### src/rtl/ga_pkg.sv
package ga_pkg;
    typedef enum logic [3:0] {
        ST_IDLE,
        ST_SEED,
        ST_EVAL,
        ST_JUDGE,
        ST_PICK_A,
        ST_WALK_A,
        ST_PICK_B,
        ST_WALK_B,
        ST_CROSS,
        ST_MUTATE,
        ST_STORE,
        ST_COMMIT,
        ST_DONE
    } ga_state_e;

    localparam logic [31:0] LFSR_TAPS     = 32'h8020_0003;
    localparam logic [31:0] LFSR_FALLBACK = 32'hACE1_2468;
endpackage

### src/rtl/ga_lfsr.sv
module ga_lfsr
    import ga_pkg::*;
(
    input  logic        clk,
    input  logic        rst_n,
    input  logic        load,
    input  logic [31:0] seed,
    output logic [31:0] q
);
    // Galois form, right shift, maximal length
    always_ff @(posedge clk or negedge rst_n) begin
        if (!rst_n)
            q <= LFSR_FALLBACK;
        else if (load)
            q <= (seed == 32'h0) ? LFSR_FALLBACK : seed;
        else
            q <= {1'b0, q[31:1]} ^ (q[0] ? LFSR_TAPS : 32'h0);
    end
endmodule

### src/rtl/ga_pop_store.sv
module ga_pop_store #(
    parameter int POP    = 10,
    parameter int GENE_W = 16,
    parameter int FIT_W  = 16,
    localparam int IDX_W = (POP > 1) ? $clog2(POP) : 1
) (
    input  logic              clk,
    input  logic              rst_n,
    input  logic              seed_we,
    input  logic [IDX_W-1:0]  seed_idx,
    input  logic [GENE_W-1:0] seed_gene,
    input  logic              fit_we,
    input  logic [IDX_W-1:0]  fit_idx,
    input  logic [FIT_W-1:0]  fit_in,
    input  logic              nxt_we,
    input  logic [IDX_W-1:0]  nxt_idx,
    input  logic [GENE_W-1:0] nxt_gene,
    input  logic              commit,
    input  logic [IDX_W-1:0]  rd_idx,
    output logic [GENE_W-1:0] rd_gene,
    output logic [FIT_W-1:0]  rd_fit
);
    logic [GENE_W-1:0] cur [POP];
    logic [GENE_W-1:0] nxt [POP];
    logic [FIT_W-1:0]  fit [POP];

    always_ff @(posedge clk or negedge rst_n) begin
        if (!rst_n) begin
            for (int i = 0; i < POP; i++) begin
                cur[i] <= '0;
                nxt[i] <= '0;
                fit[i] <= '0;
            end
        end else begin
            for (int i = 0; i < POP; i++) begin
                if (commit)
                    cur[i] <= nxt[i];
                else if (seed_we && seed_idx == IDX_W'(i))
                    cur[i] <= seed_gene;
                if (nxt_we && nxt_idx == IDX_W'(i))
                    nxt[i] <= nxt_gene;
                if (fit_we && fit_idx == IDX_W'(i))
                    fit[i] <= fit_in;
            end
        end
    end

    always_comb begin
        rd_gene = '0;
        rd_fit  = '0;
        for (int i = 0; i < POP; i++) begin
            if (rd_idx == IDX_W'(i)) begin
                rd_gene = cur[i];
                rd_fit  = fit[i];
            end
        end
    end
endmodule

### src/rtl/ga_gene_ops.sv
module ga_gene_ops #(
    parameter int GENE_W = 16,
    localparam int BIT_W = (GENE_W > 1) ? $clog2(GENE_W) : 1
) (
    input  logic [GENE_W-1:0] par_a,
    input  logic [GENE_W-1:0] par_b,
    input  logic [GENE_W-1:0] mask,
    input  logic [GENE_W-1:0] gene,
    input  logic [BIT_W-1:0]  bit_sel,
    input  logic              flip,
    output logic [GENE_W-1:0] crossed,
    output logic [GENE_W-1:0] mutated
);
    genvar k;
    generate
        for (k = 0; k < GENE_W; k++) begin : g_bit
            assign crossed[k] = mask[k] ? par_a[k] : par_b[k];
            assign mutated[k] = gene[k] ^ (flip && bit_sel == BIT_W'(k));
        end
    endgenerate
endmodule

### src/rtl/ga_engine.sv
module ga_engine
    import ga_pkg::*;
#(
    parameter int POP       = 10,
    parameter int GENE_W    = 16,
    parameter int FIT_W     = 16,
    parameter int MAX_GEN   = 30000,
    parameter int STALL_LIM = 10000,
    localparam int GEN_W    = $clog2(MAX_GEN + 1)
) (
    input  logic              clk,
    input  logic              rst_n,
    input  logic              start,
    input  logic [31:0]       seed,
    input  logic [7:0]        mut_thresh,
    output logic              fit_req,
    output logic [GENE_W-1:0] fit_ind,
    input  logic              fit_ack,
    input  logic [FIT_W-1:0]  fit_val,
    output logic              done,
    output logic [GEN_W-1:0]  gen_count,
    output logic [FIT_W-1:0]  best_fit,
    output logic [GENE_W-1:0] best_ind
);
    localparam int IDX_W   = (POP > 1) ? $clog2(POP) : 1;
    localparam int TOT_W   = FIT_W + IDX_W;
    localparam int PROD_W  = TOT_W + 16;
    localparam int STALL_W = $clog2(STALL_LIM + 1);
    localparam int BIT_W   = (GENE_W > 1) ? $clog2(GENE_W) : 1;
    localparam logic [IDX_W-1:0] LAST_IDX = IDX_W'(POP - 1);
    localparam logic [BIT_W-1:0] LAST_BIT = BIT_W'(GENE_W - 1);

    ga_state_e state, nstate;

    logic [31:0]        rnd;
    logic [IDX_W-1:0]   idx, cidx, walk_j, rd_idx;
    logic [BIT_W-1:0]   bitn;
    logic [GEN_W-1:0]   gen;
    logic [STALL_W-1:0] stall;
    logic [TOT_W-1:0]   tot, acc, target;
    logic [GENE_W-1:0]  pa, pb, child;
    logic               have_best, improved;

    logic [GENE_W-1:0]  rd_gene, crossed, mutated;
    logic [FIT_W-1:0]   rd_fit;
    logic [GEN_W-1:0]   gen_nx;
    logic [STALL_W-1:0] stall_nx;
    logic               stop_now, hit, fit_win, mut_flip, go;
    logic [TOT_W-1:0]   walk_sum;
    logic [PROD_W-1:0]  prod;

    logic               lfsr_load, seed_we, fit_we, nxt_we, commit;
    logic [IDX_W-1:0]   nxt_idx;
    logic [GENE_W-1:0]  nxt_gene;

    ga_lfsr u_lfsr (
        .clk  (clk),
        .rst_n(rst_n),
        .load (lfsr_load),
        .seed (seed),
        .q    (rnd)
    );

    ga_pop_store #(.POP(POP), .GENE_W(GENE_W), .FIT_W(FIT_W)) u_store (
        .clk      (clk),
        .rst_n    (rst_n),
        .seed_we  (seed_we),
        .seed_idx (idx),
        .seed_gene(rnd[GENE_W-1:0]),
        .fit_we   (fit_we),
        .fit_idx  (idx),
        .fit_in   (fit_val),
        .nxt_we   (nxt_we),
        .nxt_idx  (nxt_idx),
        .nxt_gene (nxt_gene),
        .commit   (commit),
        .rd_idx   (rd_idx),
        .rd_gene  (rd_gene),
        .rd_fit   (rd_fit)
    );

    ga_gene_ops #(.GENE_W(GENE_W)) u_ops (
        .par_a  (pa),
        .par_b  (pb),
        .mask   (rnd[GENE_W-1:0]),
        .gene   (child),
        .bit_sel(bitn),
        .flip   (mut_flip),
        .crossed(crossed),
        .mutated(mutated)
    );

    // shared decisions
    always_comb begin
        go       = start && (state == ST_IDLE || state == ST_DONE);
        gen_nx   = gen + GEN_W'(1);
        stall_nx = improved ? '0 : stall + STALL_W'(1);
        stop_now = (gen_nx == GEN_W'(MAX_GEN)) || (stall_nx == STALL_W'(STALL_LIM));
        walk_sum = acc + TOT_W'(rd_fit);
        hit      = (walk_sum > target) || (walk_j == LAST_IDX) || (tot == '0);
        fit_win  = !have_best || (fit_val > best_fit);
        mut_flip = rnd[7:0] < mut_thresh;
        prod     = PROD_W'(rnd[31:16]) * PROD_W'(tot);
    end

    // state register
    always_ff @(posedge clk or negedge rst_n) begin
        if (!rst_n) state <= ST_IDLE;
        else        state <= nstate;
    end

    // transitions
    always_comb begin
        nstate = state;
        unique case (state)
            ST_IDLE:   if (go) nstate = ST_SEED;
            ST_SEED:   if (idx == LAST_IDX) nstate = ST_EVAL;
            ST_EVAL:   if (fit_ack && idx == LAST_IDX) nstate = ST_JUDGE;
            ST_JUDGE:  nstate = stop_now ? ST_DONE : ST_PICK_A;
            ST_PICK_A: nstate = ST_WALK_A;
            ST_WALK_A: if (hit) nstate = ST_PICK_B;
            ST_PICK_B: nstate = ST_WALK_B;
            ST_WALK_B: if (hit) nstate = ST_CROSS;
            ST_CROSS:  nstate = ST_MUTATE;
            ST_MUTATE: if (bitn == LAST_BIT) nstate = ST_STORE;
            ST_STORE:  nstate = (cidx == LAST_IDX) ? ST_COMMIT : ST_PICK_A;
            ST_COMMIT: nstate = ST_EVAL;
            ST_DONE:   if (go) nstate = ST_SEED;
            default:   nstate = ST_IDLE;
        endcase
    end

    // outputs and store strobes
    always_comb begin
        fit_req   = (state == ST_EVAL);
        done      = (state == ST_DONE);
        fit_ind   = rd_gene;
        lfsr_load = go;
        seed_we   = (state == ST_SEED);
        fit_we    = (state == ST_EVAL) && fit_ack;
        nxt_we    = ((state == ST_JUDGE) && !stop_now) || (state == ST_STORE);
        nxt_idx   = (state == ST_JUDGE) ? '0 : cidx;
        nxt_gene  = (state == ST_JUDGE) ? best_ind : child;
        commit    = (state == ST_COMMIT);
        rd_idx    = (state == ST_WALK_A || state == ST_WALK_B) ? walk_j : idx;
        gen_count = gen;
    end

    // datapath
    always_ff @(posedge clk or negedge rst_n) begin
        if (!rst_n) begin
            idx <= '0; cidx <= '0; walk_j <= '0; bitn <= '0;
            gen <= '0; stall <= '0; tot <= '0; acc <= '0; target <= '0;
            pa <= '0; pb <= '0; child <= '0;
            best_fit <= '0; best_ind <= '0; have_best <= 1'b0; improved <= 1'b0;
        end else begin
            unique case (state)
                ST_IDLE, ST_DONE: begin
                    if (go) begin
                        idx <= '0; gen <= '0; stall <= '0;
                        best_fit <= '0; best_ind <= '0; have_best <= 1'b0;
                    end
                end
                ST_SEED: begin
                    if (idx == LAST_IDX) begin
                        idx <= '0; tot <= '0; improved <= 1'b0;
                    end else begin
                        idx <= idx + IDX_W'(1);
                    end
                end
                ST_EVAL: begin
                    if (fit_ack) begin
                        tot <= tot + TOT_W'(fit_val);
                        if (fit_win) begin
                            best_fit  <= fit_val;
                            best_ind  <= rd_gene;
                            have_best <= 1'b1;
                            improved  <= 1'b1;
                        end
                        idx <= (idx == LAST_IDX) ? '0 : idx + IDX_W'(1);
                    end
                end
                ST_JUDGE: begin
                    gen   <= gen_nx;
                    stall <= stall_nx;
                    cidx  <= IDX_W'(1);
                end
                ST_PICK_A, ST_PICK_B: begin
                    target <= prod[PROD_W-1:16];
                    acc    <= '0;
                    walk_j <= '0;
                end
                ST_WALK_A, ST_WALK_B: begin
                    if (hit) begin
                        if (state == ST_WALK_A) pa <= rd_gene;
                        else                    pb <= rd_gene;
                    end else begin
                        acc    <= walk_sum;
                        walk_j <= walk_j + IDX_W'(1);
                    end
                end
                ST_CROSS: begin
                    child <= crossed;
                    bitn  <= '0;
                end
                ST_MUTATE: begin
                    child <= mutated;
                    bitn  <= bitn + BIT_W'(1);
                end
                ST_STORE: begin
                    if (cidx != LAST_IDX) cidx <= cidx + IDX_W'(1);
                end
                ST_COMMIT: begin
                    idx <= '0; tot <= '0; improved <= 1'b0;
                end
                default: ;
            endcase
        end
    end
endmodule

### config.mk
export PLATFORM = sky130hd
export DESIGN_NAME = ga_engine
export DESIGN_NICKNAME = d
export VERILOG_FILES = /design/src/rtl/ga_pkg.sv /design/src/rtl/ga_lfsr.sv /design/src/rtl/ga_pop_store.sv /design/src/rtl/ga_gene_ops.sv /design/src/rtl/ga_engine.sv
export SDC_FILE = /design/constraint.sdc
export NUM_CORES = 2
export LEC_CHECK = 0
export BUFFER_PORTS_ARGS = -buffer_cell sky130_fd_sc_hd__buf_2
export CORE_MARGIN = 2
export CORE_UTILIZATION = 30
export DETAILED_ROUTE_END_ITERATION = 8
export GPL_TIMING_DRIVEN = 0
export HOLD_SLACK_MARGIN = 0.05
export RECOVER_POWER = 100
export SLEW_MARGIN = 10
export SYNTH_ARGS = -nofsm -noshare
export SYNTH_HDL_FRONTEND = slang
export SYNTH_SLANG_ARGS = --single-unit
### constraint.sdc
create_clock -name clk -period 7.7 [get_ports clk]
set_input_delay 2.31 -clock clk [delete_from_list [all_inputs] [get_ports clk]]
set_output_delay 2.31 -clock clk [all_outputs]
set_load 0.005 [all_outputs]
# Word level (Yosys, flattened, before mapping)
# Cells that the tools add are included.
op_classes:
  addsub: 8
  mul: 1
  order_cmp: 3
  n_eq_ne: 69
  mux: 104
  n_bitwise: 18
  n_reduce_logical: 96
ops:
  columns: ["operator", "count"]
  rows:
  - ["16-bit two-way mux", 46]
  - ["32-bit two-way mux", 3]
  - ["16-bit case mux with 2 select lines", 3]
  - ["4-bit == test, second input constant", 21]
  - ["4-bit by 3-bit == test with 1-bit output, second input constant", 20]
  - ["20-bit two-way mux", 3]
  - ["4-bit two-way mux", 15]
  - ["20-bit case mux with 3 select lines", 1]
  - ["1-bit logical AND", 50]
  - ["4-bit case mux with 12 select lines", 1]
  - ["20-bit by 16-bit adder with 20-bit output", 2]
  - ["4-bit by 2-bit == test with 1-bit output, second input constant", 10]
  - ["20-bit case mux with 2 select lines", 1]
  - ["16-bit by 20-bit multiplier with 36-bit output", 1]
  - ["32-bit logical NOT", 1]
  - ["31-bit by 32-bit bitwise XOR with 32-bit output", 1]
  - ["15-bit case mux with 2 select lines", 1]
  - ["2-bit nonzero test", 15]
  - ["14-bit two-way mux", 2]
  - ["14-bit case mux with 2 select lines", 1]
  - ["4-bit case mux with 2 select lines", 3]
  - ["4-bit by 1-bit == test with 1-bit output, second input constant", 5]
  - ["20-bit greater-than comparator", 1]
  - ["20-bit logical NOT", 1]
  - ["27 further kinds", 91]
totals:
  register_bits: 703
  input_bits: 60
  out_inout_bits: 65
  word_cells: 347

# Longest topological paths before layout
depth:
  depth_word: 20
  ltp_mapped: 38
  depth_no_buf: 33

# By module
# From an unflattened synthesis, not the netlist that was laid out.
unflattened:
  cells_unflattened: 4455
  hier_area_um2: 46016.6
modules_own_cells:
  columns: ["mod", "instances", "cells_each", "area_per_inst_um2", "seq_area_each_um2"]
  rows:
  - ["ga_pop_store", 1, 1842, 22534.1, 12011.5]
  - ["ga_engine", 1, 2443, 21653.3, 4779.6]
  - ["ga_lfsr", 1, 112, 1338.8, 817.0]
  - ["ga_gene_ops", 1, 58, 490.5, 0.0]

# Least setup slack after synthesis
# OpenSTA, ideal clock, no wires.
synth_path:
  path_type: "register to register"
  start: "register state[0]"
  end: "register pb[10]"
  setup_time_ns: 0.125
  arrival_ns: 7.024
  required_ns: 7.575
  slack_ns: 0.551
  path_stages_with_launch: 33
  n_path_buf: 3
  period_less_slack_ns: 7.149
  path_cell_list: "dfrtp_1 buf_2 and2b_1 nand2_1 mux2i_1 buf_2 mux4_2 a221oi_1 o21ai_0 nand2_1 o21ai_0 ha_1 inv_1 fa_1 nand3b_1 a21boi_0 o21ai_0 nand2b_1 a21oi_1 o21ai_0 a31o_2 a221oi_1 xnor2_1 ha_1 nand4_1 nor3_1 a221oi_1 o211ai_1 a21o_1 nand2_1 nor2_1 clkbuf_1 mux2_2"
synth_via:
  elab_chain_cells: 19
  elab_cells_between_ends: 41
  classes_between: "add/sub: 1; order compare: 1; eq/ne: 11; mux: 21; bitwise: 1; reduce/logical: 6"
synth_rtl:
  columns: ["element", "line_no", "text"]
  rows:
  - ["start: declaration", "ga_engine.sv:33", "ga_state_e state, nstate;"]
  - ["start signal: assignment", "ga_engine.sv:109", "else state <= nstate;"]
  - ["4-bit by 3-bit == test with 1-bit output, on equally long branches", "ga_engine.sv:145, ga_engine.sv:157, ga_engine.sv:195", null]
  - ["1-bit logical OR", "ga_engine.sv:145", "rd_idx = (state == ST_WALK_A || state == ST_WALK_B) ? walk_j : idx;"]
  - ["4-bit two-way mux", "ga_engine.sv:145", null]
  - ["4-bit logical NOT", "ga_pop_store.sv:52", "if (rd_idx == IDX_W'(i)) begin"]
  - ["16-bit two-way mux (10 in series)", "ga_pop_store.sv:52", null]
  - ["20-bit by 16-bit adder with 20-bit output", "ga_engine.sv:99", "walk_sum = acc + TOT_W'(rd_fit);"]
  - ["20-bit greater-than comparator", "ga_engine.sv:100", "hit = (walk_sum > target) || (walk_j == LAST_IDX) || (tot == '0);"]
  - ["1-bit logical OR (2 in series)", "ga_engine.sv:100", null]
  - ["3-bit AND reduction (no line)", null, null]
  - ["end signal: assignment", "ga_engine.sv:196", "else pb <= rd_gene;"]
  - ["end: declaration", "ga_engine.sv:41", "logic [GENE_W-1:0] pa, pb, child;"]
# Parallel ways exist; a longest one is shown, timed or not.
# A chain may end at the register's enable or synchronous reset.

# Worst setup path after layout
layout_path:
  start: "register state[0]"
  end: "output fit_ind[1]"
layout_via:
  elab_chain_cells: 14
  elab_cells_between_ends: 24
  classes_between: "eq/ne: 11; mux: 11; reduce/logical: 2"
layout_rtl:
  columns: ["element", "line_no", "text"]
  rows:
  - ["4-bit by 3-bit == test with 1-bit output", "ga_engine.sv:145", null]
  - ["1-bit logical OR *", "ga_engine.sv:145", null]
  - ["4-bit two-way mux *", "ga_engine.sv:145", null]
  - ["4-bit logical NOT", "ga_pop_store.sv:52", null]
  - ["16-bit two-way mux (9 in series)", "ga_pop_store.sv:52", null]
  - ["16-bit two-way mux *", "ga_pop_store.sv:52", null]
  - ["end: declaration", "ga_engine.sv:17", "output logic [GENE_W-1:0] fit_ind,"]
# Every way passes the cells marked *; elsewhere a longest branch is shown, timed or not.

==> results.py <==
metrics = {
    "yosys": {
        "synth_seq_cells": 703,
        "synth-main-ff-cell": "dfrtp_1",
        "synthXorXnorAreaFrac": 0.0154,
        "synth_edf_count": 0,
        "synthMuxAreaShare": 0.0885,
        "synthAdderAreaFrac": 0.171,
        "yosys.area.top_type_share": 0.398,
        "syn_nets": 4862,
        "yosys.area.top_type": "dfrtp_1",
        "synthSimpleGateAreaFrac": 0.137,
        "synth_area_sq_um": 43300,
        "yosysWarnings": 0,
        "seq_area_frac_synth": 0.406,
        "ys_async_sr_fraction": 1.00,
        "syn_inst": 4360,
        "synth_compound_area_frac": 0.126,
        "yosys-top-cells-area": "dfrtp_1 (40%), fa_1 (12%), nand2_1 (7.6%)",
        "synth_area_per_cell_sq_um": 9.94,
        "synth_top_family_by_area": "adder cells",
        "yosysUniqueCellTypes": 71,
    },
    "clock_tree": {
        "path_clk_slew_ps": 70,
        "clock_path_buffers": 3,
        "cts_made_buffers": 82,
        "htreeDepth": 3,
        "cts_hold_buf": 0,
        "clk_root_buffer_cell": "clkbuf_16",
        "clkSinkCount": 703,
        "cts_tree": "yes",
        "clkLatencyLatePin_ps": 730,
    },
    "status": {
        "violations": "max-capacitance violations, max-slew violations",
        "status": "complete, but fails checks",
    },
    "setup_path": {
        "cp_data_arrival_time_ps": 5240,
        "crit_chain": "buf_2, and2b_4, nand2_4, buf_6, nand2_1, o21ai_4, buf_4, clkbuf_1, clkbuf_1, mux4_2, a221oi_1, a31oi_1, clkbuf_1",
        "critPathBufInv": 6,
        "path_class": "register to primary output",
        "cpLargestDelayFamily": "buffers and inverters",
        "crit_fanout": 10,
        "cp-start-kind": "register",
        "critPathMaxStageDelay_ps": 980,
        "critPathSlowestCell": "a31oi_1",
        "reg2reg_depth": 24,
        "end_kind": "primary output",
        "worst_ep_required_time_ps": 5390,
        "cp_common_cell": "clkbuf_1",
        "cp_num_cells": 13,
    },
    "drt": {
        "drt_pass1_iterations": 6,
        "post-route-drc-count": 0,
        "wl_um": 142000,
        "routedWlPerCell_um": 21.7,
        "vias_per_cell": 5.23,
        "drtIter0Drc": 3179,
        "vias": 34299,
        "drt.antenna.violating_nets": 0,
    },
    "timing": {
        "relSlewSlack": -1.83,
        "timing.final.crit_share": 0.980,
        "hold-worst-slack_ps": 442,
        "fmax_mhz": 133,
        "finalSetupTns_ps": 0,
        "maxSlewViolCount": 315,
        "fin_ws_ps": 154,
        "setup_viol": 0,
        "worstMarginPinSlew_ps": 4250,
        "fin_crit_ps": 7550,
        "finalHoldViolCount": 0,
        "skew_ps": 70.6,
    },
    "global_route": {
        "grt.total_usage": 0.192,
        "grt_pass1_vias": 34270,
        "grt-ovfl-total": 0,
        "grt_max_degree": 107,
        "antenna_found_initial": 10,
        "grt_pass1_wl_um": 216000,
    },
    "placed_design": {
        "port_buffers": 124,
        "place_hpwl_um": 108000,
        "gp_congestion": 0.911,
        "place_ws_ps": -2590,
        "place_area_sq_um": 46600,
    },
    "floorplanning": {
        "io_pins": 125,
        "start_util": 0.302,
        "core.rowCount": 139,
        "die_w_um": 384,
        "die_area_sq_um": 148000,
        "die_h_um": 384,
        "coreArea_sq_um": 143000,
    },
    "finish": {
        "nFillCells": 14634,
        "design_area_sq_um": 49800,
        "syn2layout_area_growth_pct": 14.9,
        "layout.cells.most_common_list": "nand2_1 (869), dfrtp_1 (690), inv_1 (354), o21ai_0 (299), clkbuf_1 (275)",
        "mostFrequentLayoutCell": "nand2_1",
        "drive_above_1_share": 0.124,
        "nets": 5092,
    },
    "hold_path": {
        "hp-class": "register to register",
        "holdPathStages": 2,
    },
    "power_and_ir_drop": {
        "power_per_cell_area_nw_per_um2": 474,
        "power.leakage_nw": 23.4,
        "fin_total_pwr_mw": 23.6,
        "peakVddDrop_mv": 1.43,
    },
    "run": {
        "drv_cap": 5,
    },
}
[report_power, final]
group / internal, mW / switching [mW] / leakage, nW
combinational: 5.09 / 8.66 / 12.6
clock: 2.45 / 1.75 / 1.41
sequential: 4.82 / 0.847 / 9.39
total: 12.4 / 11.3 / 23.4
[path summary, 6_finish.rpt]
| kind | to | from | slack (ps) |
|---|---|---|---|
| worst max-delay path | fit_ind[1] | state[0] | 150 |
| worst min-delay path | u_store.cur[0] | u_store.nxt[0] | 440 |
| worst max register to register | target[19] | u_lfsr.q[23] | 260 |
| worst min register to register | u_store.cur[0] | u_store.nxt[0] | 440 |
| max in group asynchronous | u_store.fit[128] | rst_n | 970 |
| min in group asynchronous | u_store.nxt[10] | rst_n | 3080 |
[metal layers]
layer  share of wire  GRT usage
met2            0.47      0.309
met1            0.42      0.254
met5         0.00033          0
met4           0.041     0.0762
met3           0.069     0.0391
[stage by stage]
stage / std cells / utilization
finish: 6562 / 0.347
detailed placement: 6399 / 0.325
floorplan: 4360 / -
CTS: 6557 / 0.348
global placement: 6387 / 0.323
global route: 6561 / 0.347
[cells by family (layout without fill, tap and decap cells)]
kind of cell / Yosys count / after routing
buf+inv: 633 / 930
xor+xnor: 76 / 76
simple gates: 1366 / 1366
compound gates: 831 / 831
flops: 703 / 703
mux: 309 / 309
other cells: 0 / 2
fa+ha+maj: 442 / 442
[repair_timing]
item                       4_1_cts  5_1_grt
cloned                           0        0
gates resized for setup         94       48
pin swaps                        8        4
setup endpoints to repair       69       64
buffers inserted                10        9
[cell type report]
cell class	count	area (sq um)	area share
clock buffers	119	2370	0.0476
repair buffers	155	871	0.0175
diodes	2	5.00	0.000101
inverters	354	1330	0.0267
clock inverters	32	558	0.0112
plain buffers	270	1170	0.0235
well taps	1903	2380	0.0478
multi-input cells	3024	23500	0.472
flip-flops and latches	703	17600	0.354
[Yosys cell counts, types with 46 or more instances]
library cell / count
mux2i_1: 85
fa_1: 251
a21oi_1: 85
dfrtp_1: 690
mux2_2: 183
nor2_1: 128
o21ai_0: 305
nand3_1: 62
nand2_1: 873
clkbuf_1: 256
inv_1: 354
and2_1: 108
and3_1: 46
a22oi_1: 124
ha_1: 191
[flip-flops by register name, indices dropped and copies added (netlist names), 14 cells and up]
name         cells
u_store.fit    160
pa              16
u_store.cur    160
u_lfsr.q        32
pb              16
acc             20
target          20
stall           14
child           16
u_store.nxt    160
best_fit        16
best_ind        16
gen_count       15
tot             20
[tightest hold or removal path, stage by stage (launching register included)]
cell	delay, ps
dfrtp_1	360
nand2_1	50
o21ai_0	60
No activity file was read; power rests on OpenSTA's default activity.
